File: src/rtl/tdm_tx_pkg.sv
package tdm_tx_pkg;

   localparam int unsigned DEF_TAG_BITS  = 16;
   localparam int unsigned DEF_SLOTS     = 12;
   localparam int unsigned DEF_SLOT_BITS = 20;
   localparam int unsigned DEF_ID_BITS   = 2;
   localparam int unsigned DEF_SYNC_BITS = 16;

   // Total bit times in one frame.
   function automatic int unsigned frame_len(input int unsigned tag_bits,
                                             input int unsigned slots,
                                             input int unsigned slot_bits);
      return tag_bits + slots * slot_bits;
   endfunction

   // First bit position of data slot idx (0-based).
   function automatic int unsigned slot_first(input int unsigned tag_bits,
                                              input int unsigned slot_bits,
                                              input int unsigned idx);
      return tag_bits + idx * slot_bits;
   endfunction

endpackage

File: src/rtl/tdm_frame_counter.sv
module tdm_frame_counter #(
   parameter int unsigned FRAME_BITS = 256,
   parameter int unsigned POS_W      = $clog2(FRAME_BITS)
) (
   input  logic             clk,
   input  logic             rst,
   output logic [POS_W-1:0] pos_o,
   output logic             start_o
);

   localparam logic [POS_W-1:0] LAST = POS_W'(FRAME_BITS - 1);

   always_ff @(posedge clk) begin
      if (rst)                pos_o <= '0;
      else if (pos_o == LAST) pos_o <= '0;
      else                    pos_o <= pos_o + 1'b1;
   end

   assign start_o = !rst && (pos_o == '0);

   // Spacing checker for the start strobe.
   logic [POS_W-1:0] gap_q;
   logic             seen_q;

   always_ff @(posedge clk) begin
      if (rst) begin
         gap_q  <= '0;
         seen_q <= 1'b0;
      end else if (start_o) begin
         gap_q  <= '0;
         seen_q <= 1'b1;
      end else begin
         gap_q  <= gap_q + 1'b1;
      end
   end

   assert_start_period_R1: assert property (@(posedge clk) disable iff (rst)
      (start_o && seen_q) |-> (gap_q == LAST));

   assert_counter_wrap_R1: assert property (@(posedge clk) disable iff (rst)
      (pos_o == LAST) |=> start_o);

endmodule

File: src/rtl/tdm_slot_shadow.sv
module tdm_slot_shadow #(
   parameter int unsigned NUM_SLOTS = 12,
   parameter int unsigned SLOT_BITS = 20,
   parameter int unsigned TAG_BITS  = 16,
   parameter int unsigned ID_BITS   = 2
) (
   input  logic                           clk,
   input  logic                           rst,
   input  logic                           load_i,
   input  logic [NUM_SLOTS*SLOT_BITS-1:0] data_i,
   input  logic [NUM_SLOTS-1:0]           valid_i,
   input  logic                           frame_valid_i,
   input  logic [ID_BITS-1:0]             id_i,
   output logic [NUM_SLOTS*SLOT_BITS-1:0] words_o,
   output logic [TAG_BITS-1:0]            tag_o
);

   localparam int unsigned USED_TAG = 1 + NUM_SLOTS + ID_BITS;

   logic [ID_BITS-1:0]             id_rev;
   logic [TAG_BITS-1:0]            tag_next;
   logic [NUM_SLOTS*SLOT_BITS-1:0] words_next;

   // Identifier goes out high bit first, right after the slot flags.
   for (genvar j = 0; j < ID_BITS; j++) begin : g_id
      assign id_rev[j] = id_i[ID_BITS-1-j];
   end

   assign tag_next = TAG_BITS'({id_rev, valid_i, frame_valid_i});

   // Invalid slots are zeroed as they are captured.
   for (genvar k = 0; k < NUM_SLOTS; k++) begin : g_mask
      assign words_next[k*SLOT_BITS +: SLOT_BITS] =
         valid_i[k] ? data_i[k*SLOT_BITS +: SLOT_BITS] : '0;
   end

   always_ff @(posedge clk) begin
      if (rst) begin
         words_o <= '0;
         tag_o   <= '0;
      end else if (load_i) begin
         words_o <= words_next;
         tag_o   <= tag_next;
      end
   end

   if (TAG_BITS < USED_TAG) begin : g_bad_tag
      $error("tag slot too narrow for flags and identifier");
   end

   assert_shadow_hold_R6: assert property (@(posedge clk) disable iff (rst)
      !load_i |=> ($stable(words_o) && $stable(tag_o)));

endmodule

File: src/rtl/tdm_bit_select.sv
module tdm_bit_select
   import tdm_tx_pkg::*;
#(
   parameter int unsigned NUM_SLOTS = 12,
   parameter int unsigned SLOT_BITS = 20,
   parameter int unsigned TAG_BITS  = 16,
   parameter int unsigned POS_W     = 8
) (
   input  logic [POS_W-1:0]               pos_i,
   input  logic [NUM_SLOTS*SLOT_BITS-1:0] words_i,
   input  logic [TAG_BITS-1:0]            tag_i,
   output logic [NUM_SLOTS-1:0]           hit_o,
   output logic                           bit_o
);

   localparam logic [POS_W-1:0] TAG_P   = POS_W'(TAG_BITS);
   localparam logic [POS_W-1:0] WIDTH_P = POS_W'(SLOT_BITS);

   logic [NUM_SLOTS-1:0] slot_bit;
   logic [TAG_BITS-1:0]  tag_sh;
   logic                 in_tag;

   // One range comparator per slot instead of a divider.
   for (genvar k = 0; k < NUM_SLOTS; k++) begin : g_slot
      localparam logic [POS_W-1:0] FIRST =
         POS_W'(slot_first(TAG_BITS, SLOT_BITS, k));
      logic [POS_W-1:0]     off;
      logic [SLOT_BITS-1:0] sh;
      assign off         = pos_i - FIRST;
      assign hit_o[k]    = off < WIDTH_P;
      assign sh          = words_i[k*SLOT_BITS +: SLOT_BITS] << off;
      assign slot_bit[k] = hit_o[k] & sh[SLOT_BITS-1];
   end

   assign in_tag = pos_i < TAG_P;
   assign tag_sh = tag_i >> pos_i;
   assign bit_o  = (in_tag & tag_sh[0]) | (|slot_bit);

   always_comb begin
      assert_one_region_R4: assert ($onehot0({in_tag, hit_o}));
   end

endmodule

File: src/rtl/tdm_frame_tx.sv
module tdm_frame_tx
   import tdm_tx_pkg::*;
#(
   parameter int unsigned NUM_SLOTS = DEF_SLOTS,
   parameter int unsigned SLOT_BITS = DEF_SLOT_BITS,
   parameter int unsigned TAG_BITS  = DEF_TAG_BITS,
   parameter int unsigned ID_BITS   = DEF_ID_BITS,
   parameter int unsigned SYNC_BITS = DEF_SYNC_BITS
) (
   input  logic                           clk,
   input  logic                           rst,
   input  logic [NUM_SLOTS*SLOT_BITS-1:0] slot_data_i,
   input  logic [NUM_SLOTS-1:0]           slot_valid_i,
   input  logic                           frame_valid_i,
   input  logic [ID_BITS-1:0]             codec_id_i,
   output logic                           frame_start_o,
   output logic                           sync_o,
   output logic                           sdata_o
);

   localparam int unsigned FRAME_BITS = frame_len(TAG_BITS, NUM_SLOTS, SLOT_BITS);
   localparam int unsigned POS_W      = $clog2(FRAME_BITS);
   localparam int unsigned USED_TAG   = 1 + NUM_SLOTS + ID_BITS;
   localparam logic [POS_W-1:0] LAST   = POS_W'(FRAME_BITS - 1);
   localparam logic [POS_W-1:0] SYNC_P = POS_W'(SYNC_BITS);

   if (SYNC_BITS < 1 || SYNC_BITS >= FRAME_BITS) begin : g_bad_sync
      $error("marker width must be inside the frame");
   end
   if (SLOT_BITS < 1 || NUM_SLOTS < 1) begin : g_bad_slots
      $error("at least one slot of at least one bit is required");
   end

   logic [POS_W-1:0]               cnt;
   logic [POS_W-1:0]               emit_pos;
   logic [NUM_SLOTS*SLOT_BITS-1:0] words_q;
   logic [TAG_BITS-1:0]            tag_q;
   logic [NUM_SLOTS-1:0]           hit;
   logic                           next_bit;

   tdm_frame_counter #(
      .FRAME_BITS (FRAME_BITS),
      .POS_W      (POS_W)
   ) u_count (
      .clk     (clk),
      .rst     (rst),
      .pos_o   (cnt),
      .start_o (frame_start_o)
   );

   tdm_slot_shadow #(
      .NUM_SLOTS (NUM_SLOTS),
      .SLOT_BITS (SLOT_BITS),
      .TAG_BITS  (TAG_BITS),
      .ID_BITS   (ID_BITS)
   ) u_shadow (
      .clk           (clk),
      .rst           (rst),
      .load_i        (frame_start_o),
      .data_i        (slot_data_i),
      .valid_i       (slot_valid_i),
      .frame_valid_i (frame_valid_i),
      .id_i          (codec_id_i),
      .words_o       (words_q),
      .tag_o         (tag_q)
   );

   // The edge at count 0 still drives the last bit of the old frame,
   // so the data position trails the counter by one.
   assign emit_pos = (cnt == '0) ? LAST : cnt - 1'b1;

   tdm_bit_select #(
      .NUM_SLOTS (NUM_SLOTS),
      .SLOT_BITS (SLOT_BITS),
      .TAG_BITS  (TAG_BITS),
      .POS_W     (POS_W)
   ) u_select (
      .pos_i   (emit_pos),
      .words_i (words_q),
      .tag_i   (tag_q),
      .hit_o   (hit),
      .bit_o   (next_bit)
   );

   always_ff @(posedge clk) begin
      if (rst) begin
         sync_o  <= 1'b0;
         sdata_o <= 1'b0;
      end else begin
         sync_o  <= cnt < SYNC_P;
         sdata_o <= next_bit;
      end
   end

   // Marker run-length checker.
   logic [POS_W-1:0] sync_run_q;
   always_ff @(posedge clk) begin
      if (rst)         sync_run_q <= '0;
      else if (sync_o) sync_run_q <= sync_run_q + 1'b1;
      else             sync_run_q <= '0;
   end

   assert_sync_width_R2: assert property (@(posedge clk) disable iff (rst)
      $fell(sync_o) |-> (sync_run_q == SYNC_P));

   assert_sync_bound_R2: assert property (@(posedge clk) disable iff (rst)
      sync_o |-> (sync_run_q < SYNC_P));

   assert_sync_follows_start_R2: assert property (@(posedge clk) disable iff (rst)
      frame_start_o |=> sync_o);

   assert_sync_rise_R2: assert property (@(posedge clk) disable iff (rst)
      $rose(sync_o) |-> $past(frame_start_o));

   assert_reset_quiet_R7: assert property (@(posedge clk)
      rst |=> (!sync_o && !sdata_o));

   assert_idle_slot_zero_R5: assert property (@(posedge clk) disable iff (rst)
      ((hit & ~tag_q[NUM_SLOTS:1]) != '0) |=> !sdata_o);

   if (TAG_BITS > USED_TAG) begin : g_pad_check
      assert_tag_pad_R3: assert property (@(posedge clk) disable iff (rst)
         (emit_pos == POS_W'(TAG_BITS - 1)) |=> !sdata_o);
   end

endmodule

File: config.mk
export PLATFORM = sky130hd
export DESIGN_NAME = tdm_frame_tx
export DESIGN_NICKNAME = d
export VERILOG_FILES = /design/src/rtl/tdm_tx_pkg.sv /design/src/rtl/tdm_frame_counter.sv /design/src/rtl/tdm_slot_shadow.sv /design/src/rtl/tdm_bit_select.sv /design/src/rtl/tdm_frame_tx.sv
export SDC_FILE = /design/constraint.sdc
export NUM_CORES = 1
export LEC_CHECK = 0
export BUFFER_PORTS_ARGS = -buffer_cell sky130_fd_sc_hd__buf_2
export CAP_MARGIN = 20
export CORE_ASPECT_RATIO = 0.6
export CORE_MARGIN = 4
export CORE_UTILIZATION = 55
export DETAILED_ROUTE_END_ITERATION = 7
export HOLD_SLACK_MARGIN = 0.02
export MAX_ROUTING_LAYER = met4
export PLACE_DENSITY_LB_ADDON = 0.1
export SLEW_MARGIN = 20
export SYNTH_ARGS = -nofsm -noshare
export SYNTH_HDL_FRONTEND = slang
export SYNTH_SLANG_ARGS = --single-unit
export TNS_END_PERCENT = 5
File: constraint.sdc
create_clock -name clk -period 5.7 [get_ports clk]
set_input_delay 0.285 -clock clk [delete_from_list [all_inputs] [get_ports clk]]
set_output_delay 0.285 -clock clk [all_outputs]
set_load 0.01 [all_outputs]
# --- Word level (Yosys, flattened, before mapping) ---
# Cells that the tools add are included.
totals:
  word_cells: 79
  input_bits: 257
  regBits: 265
classes:
  eq_ne: 1
  shift: 13
  bitwise_logic: 14
  n_reduce_logical: 5
  n_mux: 13
  n_addsub: 14
  magnitude_cmp: 14
ops:
  columns: ["operator", "count"]
  rows:
  - ["two-way mux 20 bit", 12]
  - ["left shift 20 x 8 -> 20 bit", 12]
  - ["< comparator 8 x 5 -> 1 bit (second input constant)", 14]
  - ["subtractor 8 bit (second input constant)", 6]
  - ["subtractor 8 x 7 -> 8 bit (second input constant)", 3]
  - ["subtractor 8 x 6 -> 8 bit (second input constant)", 2]
  - [">> shifter 15 x 8 -> 1 bit", 1]
  - ["AND 1 bit", 13]
  - ["OR reduction 12 bit", 1]
  - ["adder 8 x 1 -> 8 bit (second input constant)", 1]
  - ["equality test 8 bit (second input constant)", 1]
  - ["zero test 8 bit", 1]
  - ["two-way mux 8 bit", 1]
  - ["subtractor 8 x 1 -> 8 bit (second input constant)", 1]
  - ["subtractor 8 x 5 -> 8 bit (second input constant)", 1]
  - ["OR reduction 2 bit", 1]
  - ["logical AND 1 bit", 1]
  - ["zero test 1 bit", 1]
  - ["OR 1 bit", 1]

# --- Longest topological paths before layout ---
# Gate-level depths: netlist of run 1.
depth:
  depth_word: 7
  depth_mapped: 17
  ltp_nobuf: 14

# --- Cells and area by module ---
# Synthesis of run 1 repeated with hierarchy kept, for this count alone.
hier_totals:
  cells_unflattened: 1499
  hier_area_um2: 13893.3
by_module_without_submodules:
  columns: ["module", "instances", "area_per_inst_um2", "cells_per_inst", "seq_area_each_um2"]
  rows:
  - ["tdm_slot_shadow", 1, 10168.5, 1114, 5104.9]
  - ["tdm_bit_select", 1, 3101.7, 307, 0.0]
  - ["tdm_frame_counter", 1, 361.6, 43, 160.2]
  - ["tdm_frame_tx", 1, 261.5, 35, 40.0]

# --- Worst setup path after synthesis of run 1 ---
# OpenSTA, ideal clock, no wires.
synth_path:
  path_type: "reg-to-reg"
  start: "register u_count.pos_o[0]"
  end: "register sdata_o"
  path_stages_with_launch: 16
  path_slack_ns: 2.237
  t_arrival_ns: 3.383
  cell_sequence: "dfxtp_1 > buf_2 > inv_1 > ha_1 > buf_2 > or3b_1 > a211o_1 > nand2_1 > inv_1 > clkbuf_1 > ha_1 > xnor2_1 > a31oi_1 > or4_1 > o311a_1 > a41oi_1"
synth_between:
  elab_chain_len: 7
synth_rtl:
  columns: ["element", "line_no", "text"]
  rows:
  - ["from (decl)", "tdm_frame_counter.sv:7", "output logic [POS_W-1:0] pos_o,"]
  - ["from (signal assigned)", "tdm_frame_counter.sv:16", "else pos_o <= pos_o + 1'b1;"]
  - ["subtractor 8 x 1 -> 8 bit or zero test 8 bit (tied branches)", "tdm_frame_tx.sv:70", "assign emit_pos = (cnt == '0) ? LAST : cnt - 1'b1;"]
  - ["two-way mux 8 bit *", "tdm_frame_tx.sv:70", null]
  - ["subtractor 8 x 5 -> 8 bit, or another cell as far along", "tdm_bit_select.sv:29", "assign off = pos_i - FIRST;"]
  - ["< comparator 8 x 5 -> 1 bit or left shift 20 x 8 -> 20 bit (tied branches)", "tdm_bit_select.sv:30, tdm_bit_select.sv:31", null]
  - ["AND 1 bit", "tdm_bit_select.sv:32", "assign slot_bit[k] = hit_o[k] & sh[SLOT_BITS-1];"]
  - ["OR reduction 12 bit", "tdm_bit_select.sv:37", "assign bit_o = (in_tag & tag_sh[0]) | (|slot_bit);"]
  - ["OR 1 bit *", "tdm_bit_select.sv:37", null]
  - ["to (signal assigned)", "tdm_frame_tx.sv:91", "sdata_o <= next_bit;"]
  - ["to (decl)", "tdm_frame_tx.sv:18", "output logic sdata_o"]
# Every way passes the cells marked *; elsewhere a longest branch is shown, timed or not.
# A chain may end at the register's enable or synchronous reset.

# --- Final worst setup path of run 1 ---
# Ends and elaborated chain as after synthesis.

==> results.md, run 1 <==
- Clock share of power: 35.4%
- Synthesized area per cell: 11.1 um2
- Fmax: 222 MHz
- Max Slew Vio Count: 0
- Initial Util: 56.6%
- Port bufs: 259
- Commonest non-fill, non-tap cell in the layout: dfxtp_1
- Crit Path Class: reg -> reg
- Area delta synth->final: 40.8%
- Final #Nets: ~1800
- CORE AREA: 20200 um2
- Fin crit period: approximately 4.5 ns
- Final Hold Viols: 0
- Worst skew pair latency: 0.53 ns
- Gpl congestion: 0.974
- Worst-margin pin slew: 1.20 ns
- P_sw: approximately 1400 uW
- Skew final: between 0.01 and 0.015 ns
- Yosys top cell by area: dfxtp_1
- Antenna violations before repair: 3
- Unique masters post-synth: 72
- CP Launch Type: flip-flop
- Die width: 194 um
- Max cap viols: 0
- Inserted Clock Buffers: 24
- Maximum VDD drop: 221 uV
- Gr usage total: 35.0%
- TritonCTS clock tree: built
- Via count: 10900
- Setup Fix Bufs, Post-CTS: 0
- Share of post-route cells with drive strength above 1: between 20% and 30%
- Comb pwr share: 22.9%
- Drt drc: 0
- Status: finished, final reports clean
- Clk sinks: 265
- 1st-iter DRT viols: 1170
- Part of the power in registers: approximately two fifths
- Most frequent cells in the layout: dfxtp_1 (265), buf_2 (259), a22o_1 (241)
- Critical path required time: 6.16 ns
- CP Capture Type: flip-flop
- Seq/Total Area, Yosys: 46.3%
- Static Leak: between 0.006 and 0.007 uW
- Fin cells: 1772
- Vias in the first global route: 11100
- Die area: 23300 um2
- Largest net degree at the start of global routing: ~250
- Post-layout util: 79.7%
- R2R depth: 13
- Hold Path Cell Cnt: 3
- CP Max Fanout: 11
- Syn. warnings: 0
- Pre-CTS WS: 1.45 ns
- Ports: 260
- Internal power: ~3500 uW
- Die Y: 120 um
- Inst Count DP: 1485
- Hold buffer count at CTS: 240
- Hold crit path type: in -> reg
- Async S/R FF share, synth: 0%
- Top cell type's share of synthesized area: 46.3%
- CTS-repair resized insts: 0
- Final WL: slightly above 40000 um
- Syn Nets: approximately 1300
- Clock Path Buffers: 3
- Wire per inst: 23.2 um
- CTS root buf: clkbuf_16
- Crit share post-route: 79.0%
- Setup violations, final: 0
- Via density: 6.18
- Switching share of power: 29.0%
- GR Overflow Total: 0
- Clock transition at path regs: 0.07 ns
- Synthesized cell area: about 11000 um2
- Worst path arrival time: 4.96 ns
- Total of fill cells in the finished design: roughly 1200
- Slew HR: 20.2%
- Core Rows: 40
- DRT Pass-1 Iters: 5
- Synth Instances: about 1000
- First-pass GRT wire length: 63300 um
- Antenna-violating nets left: 0
- RSZ-0062 raised after global routing: false
- HPWL after DPL: 24100 um
- Ys flop type: dfxtp_1
- Total power draw: roughly 5000 uW
- Synth top area cells: dfxtp_1 (46%), a22o_1 (18%), mux4_2 (8.5%)
- H-Tree Depth: 1
- Worst setup margin: about 1.2 ns
- Number of synthesized flops with an enable pin: 0
- Seq cells post-synth: 265
- Setup tns final: 0 ns
- Power Density: 305 nW/um2
-- sequential cells by signal (all words and copies together), names as in the netlist --
| name | flops |
|---|---|
| sdata_o | 1 |
| u_shadow.words_o | 240 |
| u_count.pos_o | 8 |
| u_shadow.tag_o | 15 |
| sync_o | 1 |
-- stage by stage --
stage          hold WS (ns)  area, um2
6_report             0.0292      16100
5_1_grt              0.0377      16100
4_1_cts              0.0228      16100
3_5_place_dp          0.444      12900
3_3_place_gp          0.429      12900
2_1_floorplan         0.411      11500
-- layer usage --
| layer | share of wire (%) | vias up | GRT usage (%) | wire, um |
|---|---|---|---|---|
| li1 | - | 4925 | - | - |
| met1 | 43 | 5284 | 47.2 | 17600 |
| met2 | 44 | 635 | 52.8 | 18100 |
| met3 | 10 | 101 | 9.01 | 4250 |
| met4 | 3.0 | 0 | 10.1 | 1240 |
| met5 | 0 | - | - | 0 |
-- critical path, cell delays in order (launching register included) --
cell,delay [ns]
dfxtp_1,0.42
inv_1,0.29
ha_4,0.27
nor2b_1,0.24
a211oi_1,0.12
a21oi_1,0.87
ha_1,0.51
inv_1,0.42
nor3_1,0.10
a221oi_1,0.38
nand4_1,0.19
a211oi_1,0.27
a311oi_1,0.13
a41oi_1,0.22
-- power by group through the flow --
stage | Combinational [uW] | Sequential [uW] | Clock [uW]
2_1_floorplan | 635 | 2060 | 0
3_5_place_dp | 950 | 2080 | 0
6_report | 1130 | 2050 | 1740
4_1_cts | 1080 | 2050 | 1740
5_1_grt | 1190 | 2060 | 1820
3_3_place_gp | 951 | 2090 | 0
-- synthesized netlist by cell type (all sizes together) (7+ instances only) --
cell type,n
o2111ai,8
nand3,39
a31oi,11
mux2i,22
mux4,43
buf,17
a22o,241
and2,16
ha,24
inv,13
nor3,11
clkbuf,75
a21oi,21
xnor2,25
nand2,52
a21o,14
a311oi,7
nand4,7
o21ai,9
nor2,23
dfxtp,265
-- cells by family after synthesis --
group	count (synthesis)	synth area share, %
DFF	265	46.3
xor gates and xnor gates	30	2.43
buffers and inverters	106	3.85
muxes	69	10.8
and+or+nand+nor	177	7.87
adders and majority gates	24	2.62
AOI/OAI and AO/OA	361	26.1
-- worst paths after layout --
check,to,from,slack [ns]
hold reg to reg,u_shadow.tag_o[7]$_SDFFE_PP0P_,u_shadow.tag_o[7]$_SDFFE_PP0P_,0.45
setup / recovery,sdata_o$_SDFF_PP0_,u_count.pos_o[0]$_SDFF_PP0_,1.20
setup reg to reg,sdata_o$_SDFF_PP0_,u_count.pos_o[0]$_SDFF_PP0_,1.20
hold / removal,u_shadow.tag_o[14]$_SDFFE_PP0P_,codec_id_i[0],0.03
-- cell type report --
class / instances / area (um2) / share of cell area, %
Clock inverter: 10 / 128 / 0.792
Multi-Input combinational cell: 661 / 5760 / 35.7
Inverter: 14 / 52.6 / 0.326
Timing Repair Buffer: 512 / 3810 / 23.6
Tap cell: 273 / 342 / 2.12
Sequential cell: 265 / 5310 / 32.9
Clock buffer: 34 / 719 / 4.46
Antenna cell: 3 / 7.51 / 0.0466
Power figures use the tool's default switching activity.
==> run 2: changes to the inputs <==
- CORE_UTILIZATION: 55 -> 54
- clock period: 5.7 -> 4.4 ns (I/O delays scaled with it)
==> run 2 against run 1 <==
Utilization fell by 0.089 points. Critical path depth fell by 2. Via count rose by 1.5%. Critical endpoint unchanged. Critical path type unchanged. Routed wire length rose by 2.0%.
==> results.md, run 2 (same netlist as run 1, synthesis figures left out) <==
- Status: finished, final reports clean
- Hold crit path type: in -> reg
- Max cap viols: 0 (unchanged)
- Worst-margin pin slew: 0.989 ns (-0.208 ns)
- HPWL after DPL: 24600 um (+2.2%)
- Setup violations, final: 0 (unchanged)
- Pre-CTS WS: 0.375 ns (-1.08 ns)
- Max Slew Vio Count: 0 (unchanged)
- DRT Pass-1 Iters: 6 (+1)
- Largest net degree at the start of global routing: 129 (-49%)
- Clock Path Buffers: 3 (unchanged)
- DP Area: 13000 um2 (+0.95%)
- Commonest non-fill, non-tap cell in the layout: dfxtp_1
- Inserted Clock Buffers: 24 (unchanged)
- Slew HR: 34.1% (+14 points)
- Worst setup margin: 0.416 ns (-0.781 ns)
- Largest regs: u_shadow.words_o (240), u_shadow.tag_o (15), u_count.pos_o (8)
- Die width: 196 um (+0.88%)
- Maximum VDD drop: 279 uV (+26%)
- Setup Fix Bufs, Post-CTS: 0 (unchanged)
- CP Max Fanout: 11 (unchanged)
- Core Rows: 40 (unchanged)
- CP Capture Type: flip-flop
- Crit share post-route: 90.5% (+12 points)
- CTS root buf: clkbuf_16
- H-Tree Depth: 1 (unchanged)
- Port bufs: 259 (unchanged)
- RSZ-0062 raised after global routing: false
- Clock transition at path regs: 0.07 ns (about the same)
- GR Overflow Total: 0 (unchanged)
- Final Hold Viols: 0 (unchanged)
- Final Instance Area: 16300 um2 (+0.88%)
- Die Y: 121 um (+0.86%)
- Most frequent cells in the layout: dfxtp_1 (265), buf_2 (259), dlygate4sd3_1 (243)
- Final hold slack: 0.0582 ns (+0.0290 ns)
- Worst path arrival time: 4.36 ns (-0.60 ns)
- CORE AREA: 20400 um2 (+0.99%)
- Crit Path Class: reg -> reg
- Die area: 23700 um2 (+1.8%)
- Post-layout util: 79.6% (-0.089 points)
- Gr usage total: 35.6% (+0.61 points)
- Drt drc: 0 (unchanged)
- Via density: 6.21 (+0.55%)
- Fmax: 251 MHz (+13%)
- Fin crit period: 3.98 ns (-0.519 ns)
- Final #Nets: 1775 (+0.91%)
- CP max stage delay: 0.59 ns (-0.28 ns)
- Power Density: 393 nW/um2 (+29%)
- Final WL: 42000 um (+2.0%)
- Critical path required time: 4.78 ns (-1.38 ns)
- Ports: 260 (unchanged)
- Area delta synth->final: 42.0%
- Vias in the first global route: 11300 (+1.6%)
- Antenna-violating nets left: 0 (unchanged)
- Critical-path top delay cell: xnor2_2
- CP Launch Type: flip-flop
- First-pass GRT wire length: 65100 um (+2.7%)
- Cell repeated most along the worst path: xnor2_2
- Antenna violations before repair: 3 (unchanged)
- Register with the most flip-flops: u_shadow.words_o
- Via count: 11100 (+1.5%)
- Initial Util: 56.1% (-0.56 points)
- TritonCTS clock tree: built
- Wire per inst: 23.5 um (+1.1%)
- Setup tns final: 0 ns (unchanged)
- Gpl congestion: 1.03 (+6.1%)
- Static Leak: 0.00688 uW (+1.1%)
- Share of post-route cells with drive strength above 1: 25.7% (+0.59 points)
- 1st-iter DRT viols: 1193 (+2.0%)
- Skew final: 0.0133 ns (-0.00129 ns)
- Worst skew pair latency: 0.53 ns (about the same)
- Max FFs per register: 240 (unchanged)
- Clk sinks: 265 (unchanged)
- Critical Path, Cell by Cell: inv_1 > ha_4 > nor3b_2 > xnor2_2 > inv_2 > xnor2_2 > nor2_1 > a31oi_1 > a221oi_1 > a2111oi_2 > a41oi_1
## run 2: cell count changes in the layout (fill, tap and decap cells not counted), moves of 2 or more
cell and delta:
buf_4 +11, dlygate4sd3_1 +3, buf_12 +2, clkbuf_8 -2
## run 2: power by group
part           total, uW  internal, uW  leakage (uW)  switching (uW)
Clock               2240          1280      0.000411             952
Combinational       1500           680       0.00431             817
Sequential          2660          2560       0.00216             105
Total               6400          4520       0.00688            1870
## run 2: layer usage
metal | part of all wire, % | vias to the layer above | GRT usage [%]
met5 | 0 | - | -
met1 | 43 | 5382 | 49.7
met4 | 2.6 | 0 | 9.72
met3 | 10 | 101 | 7.07
li1 | - | 4936 | -
met2 | 44 | 686 | 53.5
## run 2: timing repair
item | in CTS | in global routing
hold buffers | 243 | 0
endpoints found under the hold margin | 243 | 0
setup endpoints to repair | 0 | 1
gates resized for setup | 0 | 1
## run 2: path summary, 6_finish.rpt
path | start | to | slack (ns) | depth (start not counted)
worst max-delay path | u_count.pos_o[0]$_SDFF_PP0_ | sdata_o$_SDFF_PP0_ | 0.42 | 11
worst min-delay path | rst | u_count.pos_o[4]$_SDFF_PP0_ | 0.06 | 2
worst max register to register | u_count.pos_o[0]$_SDFF_PP0_ | sdata_o$_SDFF_PP0_ | 0.42 | 11
worst min register to register | u_shadow.tag_o[9]$_SDFFE_PP0P_ | u_shadow.tag_o[9]$_SDFFE_PP0P_ | 0.46 | 1
## run 2: cell type report
| cell class | instances | area, um2 |
|---|---|---|
| fill | 1207 | 4160 |
| inverter | 14 | 52.6 |
| multi-input combinational | 661 | 5770 |
| tap | 273 | 342 |
| sequential | 265 | 5310 |
| timing repair buffer | 528 | 3960 |
| antenna | 3 | 7.51 |
| clock buffer | 33 | 696 |
| clock inverter | 11 | 133 |
## run 2: through the flow
step / total power [uW] / cells
2_1_floorplan: 3490 / 1032
3_3_place_gp: 3970 / 1498
3_5_place_dp: 3960 / 1498
4_1_cts: 6320 / 1785
5_1_grt: 6600 / 1787
6_report: 6400 / 1788
## run 2: worst max-delay path, delay by kind of cell, from the launching register on
family	cells	cell delay, ns
adders and majority gates	1	0.27
and+or+nand+nor	2	0.41
xor gates and xnor gates	2	1.09
AOI/OAI and AO/OA	4	0.96
buffers and inverters	2	0.57
DFF	1	0.54
